**src/rtl/secattr_pkg.sv**
```systemverilog
package secattr_pkg;
  localparam int SA_AW   = 32;
  localparam int SA_GB   = 5;
  localparam int SA_HIW  = SA_AW - SA_GB;

  typedef enum logic [1:0] {
    SA_NS  = 2'd0,
    SA_NSC = 2'd1,
    SA_S   = 2'd2
  } sa_attr_e;

  typedef enum logic [1:0] {
    CFG_RNUM  = 2'd0,
    CFG_BASE  = 2'd1,
    CFG_LIMIT = 2'd2,
    CFG_LOCK  = 2'd3
  } cfg_sel_e;

  typedef struct packed {
    logic [SA_HIW-1:0] base;
    logic [SA_HIW-1:0] limit;
    logic              nsc;
    logic              en;
  } window_t;
endpackage

```
**src/rtl/secattr_regs.sv**
```systemverilog
module secattr_regs
  import secattr_pkg::*;
#(
  parameter int NWIN = 8,
  parameter int AW   = SA_AW,
  parameter int GB   = SA_GB
) (
  input  logic                  clk,
  input  logic                  rst_n,
  input  logic                  cfg_we,
  input  logic [1:0]            cfg_sel,
  input  logic [AW-1:0]         cfg_wdata,
  output window_t [NWIN-1:0]    win_o,
  output logic                  lock_o
);
  localparam int IW = (NWIN > 1) ? $clog2(NWIN) : 1;

  logic [IW-1:0]       rnum_q;
  window_t [NWIN-1:0]  win_q;
  logic                lock_q;

  always_ff @(posedge clk or negedge rst_n) begin
    if (!rst_n) begin
      rnum_q <= '0;
      lock_q <= 1'b0;
      for (int i = 0; i < NWIN; i++) win_q[i] <= '0;
    end else if (cfg_we && !lock_q) begin
      unique case (cfg_sel_e'(cfg_sel))
        CFG_RNUM: rnum_q <= cfg_wdata[IW-1:0];
        CFG_BASE: begin
          if (32'(rnum_q) < NWIN) win_q[rnum_q].base <= cfg_wdata[AW-1:GB];
        end
        CFG_LIMIT: begin
          if (32'(rnum_q) < NWIN) begin
            win_q[rnum_q].limit <= cfg_wdata[AW-1:GB];
            win_q[rnum_q].nsc   <= cfg_wdata[1];
            win_q[rnum_q].en    <= cfg_wdata[0];
          end
        end
        CFG_LOCK: if (cfg_wdata[0]) lock_q <= 1'b1;
        default: ;
      endcase
    end
  end

  assign win_o  = win_q;
  assign lock_o = lock_q;
endmodule

```
**src/rtl/secattr_match.sv**
```systemverilog
module secattr_match
  import secattr_pkg::*;
#(
  parameter int NWIN = 8,
  parameter int AW   = SA_AW,
  parameter int GB   = SA_GB
) (
  input  logic [AW-1:0]       addr,
  input  window_t [NWIN-1:0]  win,
  output logic [NWIN-1:0]     hit,
  output logic [NWIN-1:0]     nsc
);
  logic [AW-GB-1:0] granule;
  assign granule = addr[AW-1:GB];

  for (genvar g = 0; g < NWIN; g++) begin : g_win
    assign hit[g] = win[g].en &&
                    (granule >= win[g].base) &&
                    (granule <= win[g].limit);
    assign nsc[g] = win[g].nsc;
  end
endmodule

```
**src/rtl/secattr_judge.sv**
```systemverilog
module secattr_judge
  import secattr_pkg::*;
#(
  parameter int NWIN = 8
) (
  input  logic            fixed_secure,
  input  logic [NWIN-1:0] hit,
  input  logic [NWIN-1:0] nsc,
  input  logic            is_fetch,
  input  logic            cpu_secure,
  input  logic            gateway,
  output sa_attr_e        attr,
  output logic            fault,
  output logic            enter_secure
);
  localparam int CW = $clog2(NWIN + 1);

  logic [CW-1:0] nhits;
  logic          hit_nsc;

  always_comb begin
    nhits = '0;
    for (int i = 0; i < NWIN; i++) nhits = nhits + CW'(hit[i]);
  end
  assign hit_nsc = |(hit & nsc);

  always_comb begin
    if (fixed_secure || nhits != CW'(1)) attr = SA_S;
    else if (hit_nsc)                    attr = SA_NSC;
    else                                 attr = SA_NS;
  end

  always_comb begin
    fault        = 1'b0;
    enter_secure = 1'b0;
    if (!cpu_secure) begin
      if (!is_fetch) begin
        fault = (attr != SA_NS);
      end else begin
        unique case (attr)
          SA_S:    fault = 1'b1;
          SA_NSC: begin
            fault        = !gateway;
            enter_secure = gateway;
          end
          default: fault = 1'b0;
        endcase
      end
    end
  end
endmodule

```
**src/rtl/sec_attr_check.sv**
```systemverilog
module sec_attr_check
  import secattr_pkg::*;
#(
  parameter int NWIN      = 8,
  parameter int AW        = SA_AW,
  parameter int GB        = SA_GB,
  parameter int FIXED_BIT = 28
) (
  input  logic          clk,
  input  logic          rst_n,
  input  logic          cfg_we,
  input  logic [1:0]    cfg_sel,
  input  logic [AW-1:0] cfg_wdata,
  input  logic          req_valid,
  output logic          req_ready,
  input  logic [AW-1:0] req_addr,
  input  logic          req_fetch,
  input  logic          req_secure,
  input  logic          req_gateway,
  output logic          rsp_valid,
  input  logic          rsp_ready,
  output logic [1:0]    rsp_attr,
  output logic          rsp_fault,
  output logic          rsp_enter_secure
);
  window_t [NWIN-1:0] win_w;
  logic               lock_w;
  logic [NWIN-1:0]    hit_w;
  logic [NWIN-1:0]    nsc_w;
  sa_attr_e           attr_w;
  logic               fault_w;
  logic               enter_w;
  logic               accept;

  secattr_regs #(.NWIN(NWIN), .AW(AW), .GB(GB)) u_regs (
    .clk(clk), .rst_n(rst_n), .cfg_we(cfg_we), .cfg_sel(cfg_sel),
    .cfg_wdata(cfg_wdata), .win_o(win_w), .lock_o(lock_w)
  );

  secattr_match #(.NWIN(NWIN), .AW(AW), .GB(GB)) u_match (
    .addr(req_addr), .win(win_w), .hit(hit_w), .nsc(nsc_w)
  );

  secattr_judge #(.NWIN(NWIN)) u_judge (
    .fixed_secure(req_addr[FIXED_BIT]), .hit(hit_w), .nsc(nsc_w),
    .is_fetch(req_fetch), .cpu_secure(req_secure), .gateway(req_gateway),
    .attr(attr_w), .fault(fault_w), .enter_secure(enter_w)
  );

  assign req_ready = !rsp_valid || rsp_ready;
  assign accept    = req_valid && req_ready;

  always_ff @(posedge clk or negedge rst_n) begin
    if (!rst_n) begin
      rsp_valid        <= 1'b0;
      rsp_attr         <= 2'd0;
      rsp_fault        <= 1'b0;
      rsp_enter_secure <= 1'b0;
    end else if (accept) begin
      rsp_valid        <= 1'b1;
      rsp_attr         <= attr_w;
      rsp_fault        <= fault_w;
      rsp_enter_secure <= enter_w;
    end else if (rsp_ready) begin
      rsp_valid        <= 1'b0;
    end
  end
endmodule

```
**config.mk**
```make
export PLATFORM = sky130hd
export DESIGN_NAME = sec_attr_check
export DESIGN_NICKNAME = d
export VERILOG_FILES = /design/src/rtl/secattr_pkg.sv /design/src/rtl/secattr_regs.sv /design/src/rtl/secattr_match.sv /design/src/rtl/secattr_judge.sv /design/src/rtl/sec_attr_check.sv
export SDC_FILE = /design/constraint.sdc
export NUM_CORES = 1
export LEC_CHECK = 0
export BUFFER_PORTS_ARGS = -buffer_cell sky130_fd_sc_hd__buf_2
export CAP_MARGIN = 20
export CORE_MARGIN = 1.5
export CORE_UTILIZATION = 25
export CTS_CLUSTER_SIZE = 25
export DETAILED_ROUTE_END_ITERATION = 12
export PLACE_DENSITY = 0.48
export SETUP_SLACK_MARGIN = 0.4
export SLEW_MARGIN = 20
export SYNTH_ARGS = -nofsm -noshare
export SYNTH_HDL_FRONTEND = slang
export SYNTH_SLANG_ARGS = --single-unit
```
**constraint.sdc**
```tcl
create_clock -name clk -period 5.9 [get_ports clk]
set_input_delay 0.59 -clock clk [delete_from_list [all_inputs] [get_ports clk]]
set_output_delay 0.59 -clock clk [all_outputs]
set_load 0.05 [all_outputs]
```
-- Word-level counts from Yosys, hierarchy flattened
Cells that the tools add are included.
- flip-flop bits (word level): 457
- input port bits: 74
- output and inout bits: 6
- logic and storage cells: 125
- $add $sub $neg: 7
- order comparisons: 18
- equality and inequality tests: 6
- multiplexer cells: 23
- bitwise gates (word level): 1
- reduce and logical (&&, ||, !) cells: 32
- operator list (operator ; number):
    $bwmux W448 ; 4
    $pmux W448 S2 ; 1
    $demux W56 S3 ; 4
    $ge A27 B27 Y1 ; 8
    $le A27 B27 Y1 ; 8
    $mux W56 ; 1
    $mux W29 ; 1
    $add A4 B1 Y4 ; 6
    $logic_and A1 B1 Y1 ; 19
    $mux W1 ; 9
    $and A8 B8 Y8 ; 1
    $reduce_or A8 Y1 ; 1
    $eq A2 B2 Y1 const B ; 3
    $reduce_bool A2 Y1 ; 3
    $eq A2 B1 Y1 const B ; 2
    $lt A3 B4 Y1 const B ; 1
    $mux W2 ; 2
    $ne A4 B1 Y1 const B ; 1
    $reduce_and A2 Y1 ; 2
    $ge A3 B1 Y1 const B ; 1
    $logic_not A1 Y1 ; 3
    $reduce_and A3 Y1 ; 1
    $add A1 B1 Y2 ; 1
    $logic_not A2 Y1 ; 1
    2 further kinds ; 3

-- Depth between registers and ports, before layout
Gate-level depths: netlist of run 1.
- word-level depth: 17
- gate-level depth with buffers: 20
- mapped depth without buffers: 20

-- Hierarchy
A second synthesis of run 1 with hierarchy kept.
- cells, all modules: 2643
- area total of the unflattened synthesis: 28753.8 um^2
- modules (own cells, without submodules) (module ; instances ; cells an instance ; area an instance (um^2) ; seq. area each (um^2)):
    secattr_regs ; 1 ; 1072 ; 17455.5 ; 11310.8
    secattr_match ; 1 ; 1522 ; 10776.6 ; 0.0
    secattr_judge ; 1 ; 37 ; 304.0 ; 0.0
    sec_attr_check ; 1 ; 12 ; 217.7 ; 125.1

-- Worst setup path after synthesis of run 1
OpenSTA, ideal clock, no wires.
- path kind: input to register
- start point: input req_addr[5]
- end point: register rsp_enter_secure
- setup time: 0.083 ns
- arrival: 5.157 ns
- path slack: 0.661 ns
- stages: 19
- path buffers: 0
- path through: inv_1 -> ha_1 -> nand2b_1 -> a211oi_1 -> nor3_1 -> o41ai_1 -> a21oi_1 -> and2_1 -> ha_1 -> inv_1 -> fa_1 -> fa_1 -> fa_1 -> inv_1 -> fa_1 -> nor3_1 -> nand2_1 -> or4_1 -> o21ai_0
- word-level cells in the longest chain between the ends: 17
- ends and longest elaborated chain (element ; line ; RTL):
    start, declared ; sec_attr_check.sv:16 ; input logic [AW-1:0] req_addr,
    $ge A27 B27 Y1 ; secattr_match.sv:18 ; (granule >= win[g].base) &&
    $logic_and A1 B1 Y1 ; secattr_match.sv:17 ; assign hit[g] = win[g].en &&
    $logic_and A1 B1 Y1 ; secattr_match.sv:18 ;
    $add A1 B1 Y2 ; secattr_judge.sv:23 ; for (int i = 0; i < NWIN; i++) nhits = nhits + CW'(hit[i]);
    $add A4 B1 Y4 (6 in a row) ; secattr_judge.sv:23 ;
    $ne A4 B1 Y1 ; secattr_judge.sv:28 ; if (fixed_secure || nhits != CW'(1)) attr = SA_S;
    $logic_or A1 B1 Y1 ; secattr_judge.sv:28 ;
    $mux W2 (*) ; secattr_judge.sv:28 ;
    $eq A2 B1 Y1 (*) ; secattr_judge.sv:40 ; unique case (attr)
    $mux W1 (*) ; secattr_judge.sv:40 ;
    $mux W1 (*) ; secattr_judge.sv:37 ; if (!is_fetch) begin
    $mux W1 (*) ; secattr_judge.sv:36 ; if (!cpu_secure) begin
    end signal, assigned ; sec_attr_check.sv:63 ; rsp_enter_secure <= enter_w;
    end, declared ; sec_attr_check.sv:24 ; output logic rsp_enter_secure
Every way passes the cells marked *; elsewhere a longest branch is shown, timed or not.
A chain may end at the register's enable or synchronous reset.

-- Final worst setup path of run 1
- start point: register u_regs.win_q (netlist bit u_regs.win_o[79])
- end point: register rsp_enter_secure
- word-level cells in the longest chain between the ends: 16
- ends and longest elaborated chain (element ; line ; RTL):
    start, declared ; secattr_regs.sv:19 ; window_t [NWIN-1:0] win_q;
    $le A27 B27 Y1 (*) ; secattr_match.sv:19 ; (granule <= win[g].limit);
    $logic_and A1 B1 Y1 (*) ; secattr_match.sv:18 ;
    $add A1 B1 Y2 ; secattr_judge.sv:23 ;
    $add A4 B1 Y4 (6 in a row) ; secattr_judge.sv:23 ;
    $ne A4 B1 Y1 ; secattr_judge.sv:28 ;
    $logic_or A1 B1 Y1 ; secattr_judge.sv:28 ;
    $mux W2 (*) ; secattr_judge.sv:28 ;
    $eq A2 B1 Y1 (*) ; secattr_judge.sv:40 ;
    $mux W1 (*) ; secattr_judge.sv:40 ;
    $mux W1 (*) ; secattr_judge.sv:37 ;
    $mux W1 (*) ; secattr_judge.sv:36 ;
Marks and branches as above.

==> results of run 1 <==
[worst paths after layout]
kind / start / end / cells after the start
min in group clk: req_valid / rsp_valid / 2
hold reg to reg: u_regs.lock_o / u_regs.lock_o / 1
max in group asynchronous: rst_n / u_regs.win_o[234] / 2
hold / removal: rst_n / u_regs.win_o[173] / 1
setup reg to reg: u_regs.win_o[79] / rsp_enter_secure / 19
setup / recovery: u_regs.win_o[79] / rsp_enter_secure / 19
[cells in the final DEF (no fill, tap or decap), types with 5 or more instances in the layout]
| cell type | n |
|---|---|
| a211oi_1 | 24 |
| nor2b_1 | 10 |
| and3_1 | 9 |
| nor4_1 | 9 |
| and4_1 | 7 |
| a21oi_1 | 153 |
| nand2b_1 | 11 |
| clkinv_2 | 5 |
| ha_1 | 438 |
| nand3_1 | 44 |
| nand4_1 | 65 |
| nor2_4 | 6 |
| a21o_1 | 33 |
| nand3b_1 | 8 |
| clkbuf_8 | 14 |
| o21a_1 | 8 |
| mux2_2 | 243 |
| clkbuf_16 | 55 |
| inv_1 | 431 |
| nor2_1 | 41 |
| o211ai_1 | 6 |
| a31oi_1 | 8 |
| nor3_1 | 16 |
| buf_2 | 71 |
| a221oi_1 | 7 |
| dfrtp_1 | 457 |
| o21ai_0 | 283 |
| buf_4 | 103 |
| buf_12 | 5 |
| clkbuf_1 | 16 |
| nand2_1 | 307 |
[cell type report]
class,count,share of cell area
timing repair buffer,180,0.0387
inverter,431,0.0504
clock inverter,6,0.00105
antenna,2,0.000156
multi-input combinational,1820,0.445
clock buffer,85,0.0507
sequential,457,0.356
tap,1476,0.0575
[layer usage]
layer / GRT usage / part of all wire
met3: 0.0154 / 0.025
met5: 0 / 0.00014
met4: 0.0393 / 0.027
met1: 0.194 / 0.49
met2: 0.235 / 0.46
[logic make-up after synthesis]
group	count (synthesis)	synth area share
AO/OA/AOI/OAI	576	0.119
AND/OR/NAND/NOR	559	0.0945
buffers and inverters	523	0.0713
flip-flops	457	0.414
adder cells (fa/ha/maj)	442	0.201
multiplexers	243	0.0992
[stage by stage]
stage,hold slack (ns),std cells,total power [mW],setup WS [ns],util
after detailed placement,0.460,4364,7.28,-0.145,0.279
after floorplan,0.294,2800,6.24,0.661,-
after CTS,0.0354,4455,10.6,0.416,0.294
final,0.0126,4457,10.4,0.659,0.294
after global routing,0.0719,4455,11.2,0.415,0.294
after global placement,0.452,4364,7.20,-0.105,0.279
[worst max-delay path, cell delays in order, from the launching register on]
cell	delay (ns)
dfrtp_1	0.34
inv_1	0.04
ha_1	0.30
and4_2	0.27
nand4_1	0.18
nor4_2	0.38
o221ai_1	0.18
a21oi_2	0.15
and2_1	0.17
ha_1	0.23
inv_1	0.08
fa_1	0.41
fa_1	0.51
fa_1	0.43
inv_1	0.09
fa_1	0.42
nor3_2	0.20
nand2_2	0.13
or4_1	0.47
o21ai_0	0.14
[state kept, by name, summed over array words and instances (netlist names)]
name              flops
rsp_attr              2
u_regs.rnum_q         3
rsp_valid             1
rsp_fault             1
u_regs.win_o        448
rsp_enter_secure      1
u_regs.lock_o         1
[power by group through the flow]
stage / combinational, mW / sequential [mW] / clock (mW)
after floorplan: 2.11 / 4.13 / 0
after global placement: 3.02 / 4.18 / 0
after detailed placement: 3.07 / 4.20 / 0
after CTS: 3.10 / 4.15 / 3.34
after global routing: 3.57 / 4.24 / 3.44
final: 3.05 / 4.15 / 3.22
[timing repair]
item,CTS,global route
pin swaps,0,4
endpoints found under the setup margin,3,3
gates resized for setup,2,8
==> summary.md, run 1 <==
| Metric | Value |
|---|---|
| Area of the multi-input gates | `14300 um^2` |
| Worst Path Class, Setup | `reg2reg` |
| Startpoint types | `register` |
| Worst Skew | `0.0302 ns` |
| FP Rows | `121` |
| Sequential share of power | `0.398` |
| Number of hold violations in the final report | `0` |
| Ports | `80` |
| Design Area, Final | `32100 um^2` |
| CTS Root Buffer Type | `clkbuf_16` |
| P_sw | `3.37 mW` |
| Seq/Total Area, Yosys | `0.414` |
| Async S/R FF share, synth | `1.00` |
| Max VDD drop | `0.180 mV` |
| Clk Latency, worst-skew pair | `0.62 ns` |
| Register cell area after layout | `11400 um^2` |
| Largest area contributor in the synthesized netlist | `dfrtp_1` |
| Crit path DAT | `5.76 ns` |
| CP Max Fanout | `3` |
| Internal Power | `7.05 mW` |
| Worst Hold Class | `in2async` |
| Syn avg cell area | `9.86 um^2` |
| Setup TNS | `0 ns` |
| Fill cells | `11400` |
| Vias per Instance | `4.47` |
| Commonest cells post-synth | `dfrtp_1 (457), ha_1 (438), inv_1 (431)` |
| Cell variety after synth | `62` |
| Min Tclk post-route | `5.24 ns` |
| Die height | `335 um` |
| CP Capture Type | `register` |
| H-Tree Depth | `2` |
| Fin crit share | `0.888` |
| DRC violations left | `0` |
| Count leader, synth | `dfrtp_1` |
| Max_slew headroom | `0.228` |
| Finish-stage setup viols | `0` |
| # Max-Cap Violations | `0` |
| Vias in the first global route | `20100` |
| Clock Power Share | `0.309` |
| Initial antenna violation count | `7` |
| Total core area | `109000 um^2` |
| Logic pwr share | `0.293` |
| Grt total ovfl | `0` |
| CTS max path bufs | `3` |
| RSZ-0062 raised after global routing | `false` |
| CTS Hold Bufs | `0` |
| Reg2reg setup slack | `0.66 ns` |
| Avg WL per Cell | `17.6 um` |
| Worst-Margin Slew | `1.14 ns` |
| I/O Buffers | `72` |
| WL final | `78600 um` |
| Critical path data required time | `6.42 ns` |
| Outcome | `completed` |
| Largest cells by area after synthesis | `dfrtp_1 (41%), ha_1 (20%), mux2_2 (9.9%), inv_1 (5.9%), o21ai_0 (5.1%)` |
| Placed inst area | `30400 um^2` |
| Yosys warning count | `0` |
| GRT Resource Usage Total | `0.142` |
| Final slew viol count | `0` |
| Post-Syn Nets | `3316` |
| Synth top area share | `0.414` |
| Mapped Cells | `2800` |
| Vias | `19900` |
| Mapped cell area | `27600 um^2` |
| Clk slew on worst S/H paths | `0.06 ns` |
| Die Area | `112000 um^2` |
| DIE WIDTH | `335 um` |
| Global-route wire length before repair | `122000 um` |
| EDFF count, synth | `0` |
| DRT Pass-1 Iters | `5` |
| Prevailing post-synth register cell | `dfrtp_1` |
| Post-CTS Repair Setup Buffers | `0` |
| Yosys reg bits | `457` |
| Pin count of the biggest net entering global routing | `101` |
| Post-DP HPWL | `56700 um` |
| CTS tree | `built` |
| FMAX | `191 MHz` |
| Final #Nets | `3459` |
| Pleak | `15.3 nW` |
| CTS sink count | `457` |
| Num CTS Buffers | `53` |
| DRT iter0 DRCs | `866` |
| Gpl congestion | `0.824` |
| Antenna Nets Post-Route | `0` |
| PD cells | `325 nW/um^2` |
| Initial Util | `0.253` |
| Sw Share | `0.323` |
| Layout cell share with drive strength beyond 1 | `0.176` |
| Area Growth Syn to Fin | `16.3%` |
No activity file was read; power rests on OpenSTA's default activity.
==> run 2: changes to the inputs <==
--- a/config.mk
+++ b/config.mk
@@ -5,13 +5,15 @@
 export SDC_FILE = /design/constraint.sdc
 export NUM_CORES = 1
 export LEC_CHECK = 0
+export ABC_CLOCK_PERIOD_IN_PS = 5900
 export BUFFER_PORTS_ARGS = -buffer_cell sky130_fd_sc_hd__buf_2
-export CAP_MARGIN = 20
+export CELL_PAD_IN_SITES_DETAIL_PLACEMENT = 1
+export CELL_PAD_IN_SITES_GLOBAL_PLACEMENT = 1
 export CORE_MARGIN = 1.5
 export CORE_UTILIZATION = 25
 export CTS_CLUSTER_SIZE = 25
 export DETAILED_ROUTE_END_ITERATION = 12
-export PLACE_DENSITY = 0.48
+export PLACE_DENSITY = 0.55
 export SETUP_SLACK_MARGIN = 0.4
 export SLEW_MARGIN = 20
 export SYNTH_ARGS = -nofsm -noshare
==> run 2 against run 1 <==
Net effect:
- sequential cell count is the same
- critical path depth is the same
- total power grew 4.4%
- cell count grew 0.99%
- maximum frequency shrank 1.2%
- die area is the same
- setup slack lost 0.063 ns
- final area grew 1.5%
- sequential power is essentially flat
- non-clock buffer count grew 29
- wire length grew 12%
- combinational power grew 5%
- critical endpoint unchanged
==> summary.md, run 2 (same netlist as run 1, synthesis figures left out) <==
| Metric | Value |
|---|---|
| CTS sink count | `457` |
| H-Tree Depth | `2` |
| CP Capture Type | `register` |
| Finish-stage setup viols | `0` |
| Clk slew on worst S/H paths | `0.06 ns` |
| Most used cell, CP | `fa_1` |
| Crit path from | `u_regs.win_o[83]` |
| Vias per Instance | `4.61` |
| Avg WL per Cell | `19.6 um` |
| Clk Latency, worst-skew pair | `0.68 ns` |
| Min Tclk post-route | `5.30 ns` |
| Reg2reg end | `rsp_enter_secure` |
| Total core area | `109000 um^2` |
| PD cells | `334 nW/um^2` |
| Num CTS Buffers | `58` |
| CTS Root Buffer Type | `clkbuf_16` |
| Worst Hold Class | `in2reg` |
| Vias in the first global route | `21700` |
| Area Growth Syn to Fin | `18.1%` |
| Crit path DAT | `5.86 ns` |
| Worst Skew | `0.0498 ns` |
| Global-route wire length before repair | `136000 um` |
| DRT iter0 DRCs | `952` |
| DIE WIDTH | `335 um` |
| Worst-Margin Slew | `1.07 ns` |
| Startpoint types | `register` |
| Max reg flops | `448` |
| Fin crit share | `0.899` |
| Final WS setup | `0.597 ns` |
| Commonest non-fill, non-tap cell in the layout | `dfrtp_1` |
| CP Max Fanout | `2` |
| Max_slew headroom | `0.287` |
| Die Area | `112000 um^2` |
| Vias | `20800` |
| # Max-Cap Violations | `0` |
| Critical path data required time | `6.46 ns` |
| Ports | `80` |
| Hold slack | `0.187 ns` |
| Initial Util | `0.253` |
| Leading cell types in the layout, fill and taps excluded | `dfrtp_1 (457), ha_1 (438), inv_1 (431)` |
| I/O Buffers | `72` |
| Path length in cells of the critical path | `19` |
| Pleak | `15.6 nW` |
| CP peak stage delay | `0.50 ns` |
| Crit-path cells | `inv_1, ha_1, and3_2, nand4_1, nor4_4, o221ai_2, a21oi_2, and2_1, ha_1, inv_1, fa_1, fa_1, fa_1, inv_1, fa_1, nor3_2, nand2_2, or4_1, o21ai_1` |
| Die height | `335 um` |
| Max VDD drop | `0.207 mV` |
| RR Startpoint | `u_regs.win_o[83]` |
| Crit path buf inv count | `3` |
| DRT Pass-1 Iters | `5` |
| FMAX | `189 MHz` |
| Post-DP HPWL | `63200 um` |
| CP endpoint | `rsp_enter_secure` |
| FP Rows | `121` |
| Antenna Nets Post-Route | `0` |
| WL final | `88300 um` |
| Number of hold violations in the final report | `0` |
| Worst Path Class, Setup | `reg2reg` |
| Reg2reg setup slack | `0.60 ns` |
| Pin count of the biggest net entering global routing | `147` |
| Layout cell share with drive strength beyond 1 | `0.191` |
| Initial antenna violation count | `6` |
| Outcome | `completed` |
| Worst r2r path cells | `19` |
| Grt total ovfl | `0` |
| Pre-CTS WS | `-0.310 ns` |
| CP top delay family | `adder cells` |
| GRT Resource Usage Total | `0.160` |
| CTS tree | `built` |
| DRC violations left | `0` |
| Gpl congestion | `0.805` |
| CP max-delay cell | `fa_1` |
| Final slew viol count | `0` |
| CTS max path bufs | `3` |
| RSZ-0062 raised after global routing | `false` |
| Final #Nets | `3493` |
==> run 2: final cells by class <==
cell class	count	area, um^2
clock inverter	14	131
multi-input combinational	1820	14400
clock buffer	91	1760
sequential	457	11400
fill	12500	76600
tap	1476	1850
timing repair buffer	209	1440
antenna	3	7.51
inverter	431	1620
==> run 2: report_power, final <==
| group | switching (mW) | internal (mW) | leakage, nW |
|---|---|---|---|
| Combinational | 1.84 | 1.36 | 9.10 |
| Clock | 1.49 | 2.04 | 0.921 |
| Sequential | 0.269 | 3.89 | 5.56 |
==> run 2: per-stage QoR <==
| step | utilization | area [um^2] | instances | total power, mW | setup TNS, ns |
|---|---|---|---|---|---|
| 6_report | 0.299 | 32600 | 4501 | 10.9 | 0 |
| 5_1_grt | 0.298 | 32600 | 4498 | 11.7 | 0 |
| 4_1_cts | 0.298 | 32500 | 4497 | 11.1 | 0 |
| 3_5_place_dp | 0.280 | 30600 | 4390 | 7.43 | -0.655 |
| 3_3_place_gp | 0.280 | 30600 | 4390 | 7.31 | -1.27 |
| 2_1_floorplan | - | 27600 | 2800 | 6.24 | 0 |
==> run 2: what timing repair did <==
item	4_1_cts	5_1_grt
pin swaps	3	8
resized for setup	11	11
setup buffers	1	1
hold endpoints to repair	73	0
endpoints found under the setup margin	4	4
hold buffers	1	0
==> run 2: routing by layer <==
layer  vias up  track usage  routed length (um)
li1      10000            -                   -
met3       112       0.0188                2550
met1     10400        0.220               42700
met4         2       0.0479                2360
met2       232        0.262               40700
met5         -            0                  13
==> run 2: how the worst min path moves through the flow <==
| stage | start | to | slack [ns] | depth (start not counted) |
|---|---|---|---|---|
| after floorplan | rst_n | rsp_attr[0] | 0.29 | 0 |
| after global placement | u_regs.lock_o | u_regs.lock_o | 0.45 | 1 |
| after detailed placement | u_regs.lock_o | u_regs.lock_o | 0.46 | 1 |
| after CTS | req_valid | rsp_valid | 0.13 | 2 |
| after global routing | cfg_wdata[2] | u_regs.rnum_q[2] | 0.18 | 2 |
| final | req_valid | rsp_valid | 0.19 | 2 |
==> run 3: changes to the inputs <==
--- a/config.mk
+++ b/config.mk
@@ -13,7 +13,7 @@
 export CORE_UTILIZATION = 25
 export CTS_CLUSTER_SIZE = 25
 export DETAILED_ROUTE_END_ITERATION = 12
-export PLACE_DENSITY = 0.55
+export PLACE_DENSITY = 0.45
 export SETUP_SLACK_MARGIN = 0.4
 export SLEW_MARGIN = 20
 export SYNTH_ARGS = -nofsm -noshare
==> run 3 against run 2 <==
Net effect:
- combinational power increased by 6%
- maximum frequency up 1.2%
- clock-buffer cell count unchanged
- first-iteration DRC count decreased by 8.2%
- clock skew down 0.028 ns
- setup slack improved by 0.062 ns
==> summary.md, run 3 (same netlist as run 1, synthesis figures left out) <==
| Metric | Value |
|---|---|
| Initial Util | `0.253` |
| Global-route wire length before repair | `145000 um` |
| Setup TNS | `0 ns` |
| FMAX | `191 MHz` |
| I/O Buffers | `72` |
| P_sw | `3.70 mW` |
| # Max-Cap Violations | `0` |
| CP Max Fanout | `2` |
| Hold slack | `0.175 ns` |
| Vias in the first global route | `23300` |
| Outcome | `completed` |
| CP max-delay cell | `or4_4` |
| CTS Root Buffer Type | `clkbuf_16` |
| CP peak stage delay | `0.60 ns` |
| Max reg flops | `448` |
| Post-Layout Cell Count | `4556` |
| Pre-CTS WS | `-0.134 ns` |
| Ports | `80` |
| Worst Path Class, Setup | `reg2reg` |
| FP Rows | `121` |
| CP Capture Type | `register` |
| CTS sink count | `457` |
| DRT Pass-1 Iters | `4` |
| Sequential share of power | `0.369` |
| Avg WL per Cell | `20.7 um` |
| Die height | `335 um` |
| Sw Share | `0.328` |
| Min-delay src | `req_valid` |
| Pin count of the biggest net entering global routing | `153` |
| Gpl congestion | `0.783` |
| Initial antenna violation count | `4` |
| Commonest non-fill, non-tap cell in the layout | `dfrtp_1` |
| WL final | `94100 um` |
| PD cells | `341 nW/um^2` |
| DIE WIDTH | `335 um` |
| Fin crit share | `0.888` |
| Layout cell share with drive strength beyond 1 | `0.205` |
| Antenna Nets Post-Route | `0` |
| Logic pwr share | `0.301` |
| Critical path data required time | `6.47 ns` |
| Internal Power | `7.59 mW` |
| Worst Skew | `0.0221 ns` |
| Max_slew headroom | `0.321` |
| Grt total ovfl | `0` |
| Most used cell, CP | `fa_1` |
| RR Startpoint | `u_regs.win_o[136]` |
| Crit-path cells | `inv_1, ha_1, nand4_1, buf_6, nor4_4, buf_4, nand4_1, or4_4, o21ai_4, nand3_2, fa_1, fa_1, fa_2, inv_2, fa_1, nor3_2, nand2_2, or4_1, o21ai_1` |
| Leading cell types in the layout, fill and taps excluded | `dfrtp_1 (457), ha_1 (438), inv_1 (430)` |
| Total core area | `109000 um^2` |
| Clk slew on worst S/H paths | `0.06 ns` |
| Post-Place Cells | `4443` |
| Area Growth Syn to Fin | `19.9%` |
| CTS tree | `built` |
| Worst Hold Class | `in2reg` |
| Crit path DAT | `5.81 ns` |
| Startpoint types | `register` |
| Pleak | `15.9 nW` |
| DRC violations left | `0` |
| GRT Resource Usage Total | `0.171` |
| DRT iter0 DRCs | `874` |
| Final slew viol count | `0` |
| Fin util | `0.303` |
| Die Area | `112000 um^2` |
| RSZ-0062 raised after global routing | `false` |
| CTS max path bufs | `3` |
| Final WS setup | `0.659 ns` |
| Number of hold violations in the final report | `0` |
| Crit path from | `u_regs.win_o[136]` |
| Vias | `21300` |
| Clk Latency, worst-skew pair | `0.65 ns` |
| H-Tree Depth | `2` |
| Clock Power Share | `0.330` |
| Final #Nets | `3547` |
| Num CTS Buffers | `59` |
| Max VDD drop | `0.235 mV` |
| Finish-stage setup viols | `0` |
| Min Tclk post-route | `5.24 ns` |
| Worst-Margin Slew | `1.02 ns` |
| Vias per Instance | `4.67` |
| Post-DP HPWL | `68600 um` |
run 3: power groups by stage:
stage / Combinational, mW / Clock, mW / Sequential (mW)
floorplan: 2.11 / 0 / 4.13
global placement: 3.25 / 0 / 4.19
detailed placement: 3.43 / 0 / 4.22
CTS: 3.47 / 3.87 / 4.17
global route: 3.93 / 3.99 / 4.25
finish: 3.39 / 3.73 / 4.16
run 3: final cells by class:
| class | count | area [um^2] |
|---|---|---|
| sequential | 457 | 11400 |
| fill | 12400 | 76100 |
| timing repair buffer | 262 | 1890 |
| clock buffer | 91 | 1860 |
| antenna | 2 | 5.00 |
| multi-input combinational | 1820 | 14300 |
| clock inverter | 17 | 140 |
| tap | 1476 | 1850 |
| inverter | 431 | 1620 |
run 3: critical path, delay by kind of cell, from the launching register on:
family,cells,cell delay [ns]
AO/OA/AOI/OAI,2,0.27
flip-flops,1,0.32
adder cells (fa/ha/maj),5,2.07
buffers and inverters,4,0.44
AND/OR/NAND/NOR,8,2.05
run 3: metal layers:
metal	GRT usage	wire length (um)	vias up
met1	0.227	44900	10800
met5	0	0	-
li1	-	-	10100
met4	0.0421	2230	0
met3	0.0224	2310	119
met2	0.291	44700	230
run 3: repair_timing:
| item | CTS | global route |
|---|---|---|
| resized for setup | 4 | 8 |
| pin swaps | 2 | 6 |
| setup endpoints to repair | 1 | 2 |
| buffers inserted | 0 | 2 |
| hold buffers | 1 | 0 |
| gates cloned | 0 | 0 |
| endpoints found under the hold margin | 68 | 0 |
run 3: final timing paths:
kind                                      to  slack (ns)  depth (start not counted)
max in group asynchronous   u_regs.win_o[53]        3.96                          3
max reg2reg                 rsp_enter_secure        0.66                         19
max                         rsp_enter_secure        0.66                         19
min in group asynchronous  u_regs.win_o[389]        0.55                          2
min                                rsp_valid        0.18                          2
min reg2reg                    u_regs.lock_o        0.47                          1
run 3: through the flow:
| step | power, mW | area, um^2 |
|---|---|---|
| floorplan | 6.24 | 27600 |
| global placement | 7.44 | 31000 |
| detailed placement | 7.65 | 31000 |
| CTS | 11.5 | 33000 |
| global route | 12.2 | 33100 |
| finish | 11.3 | 33100 |
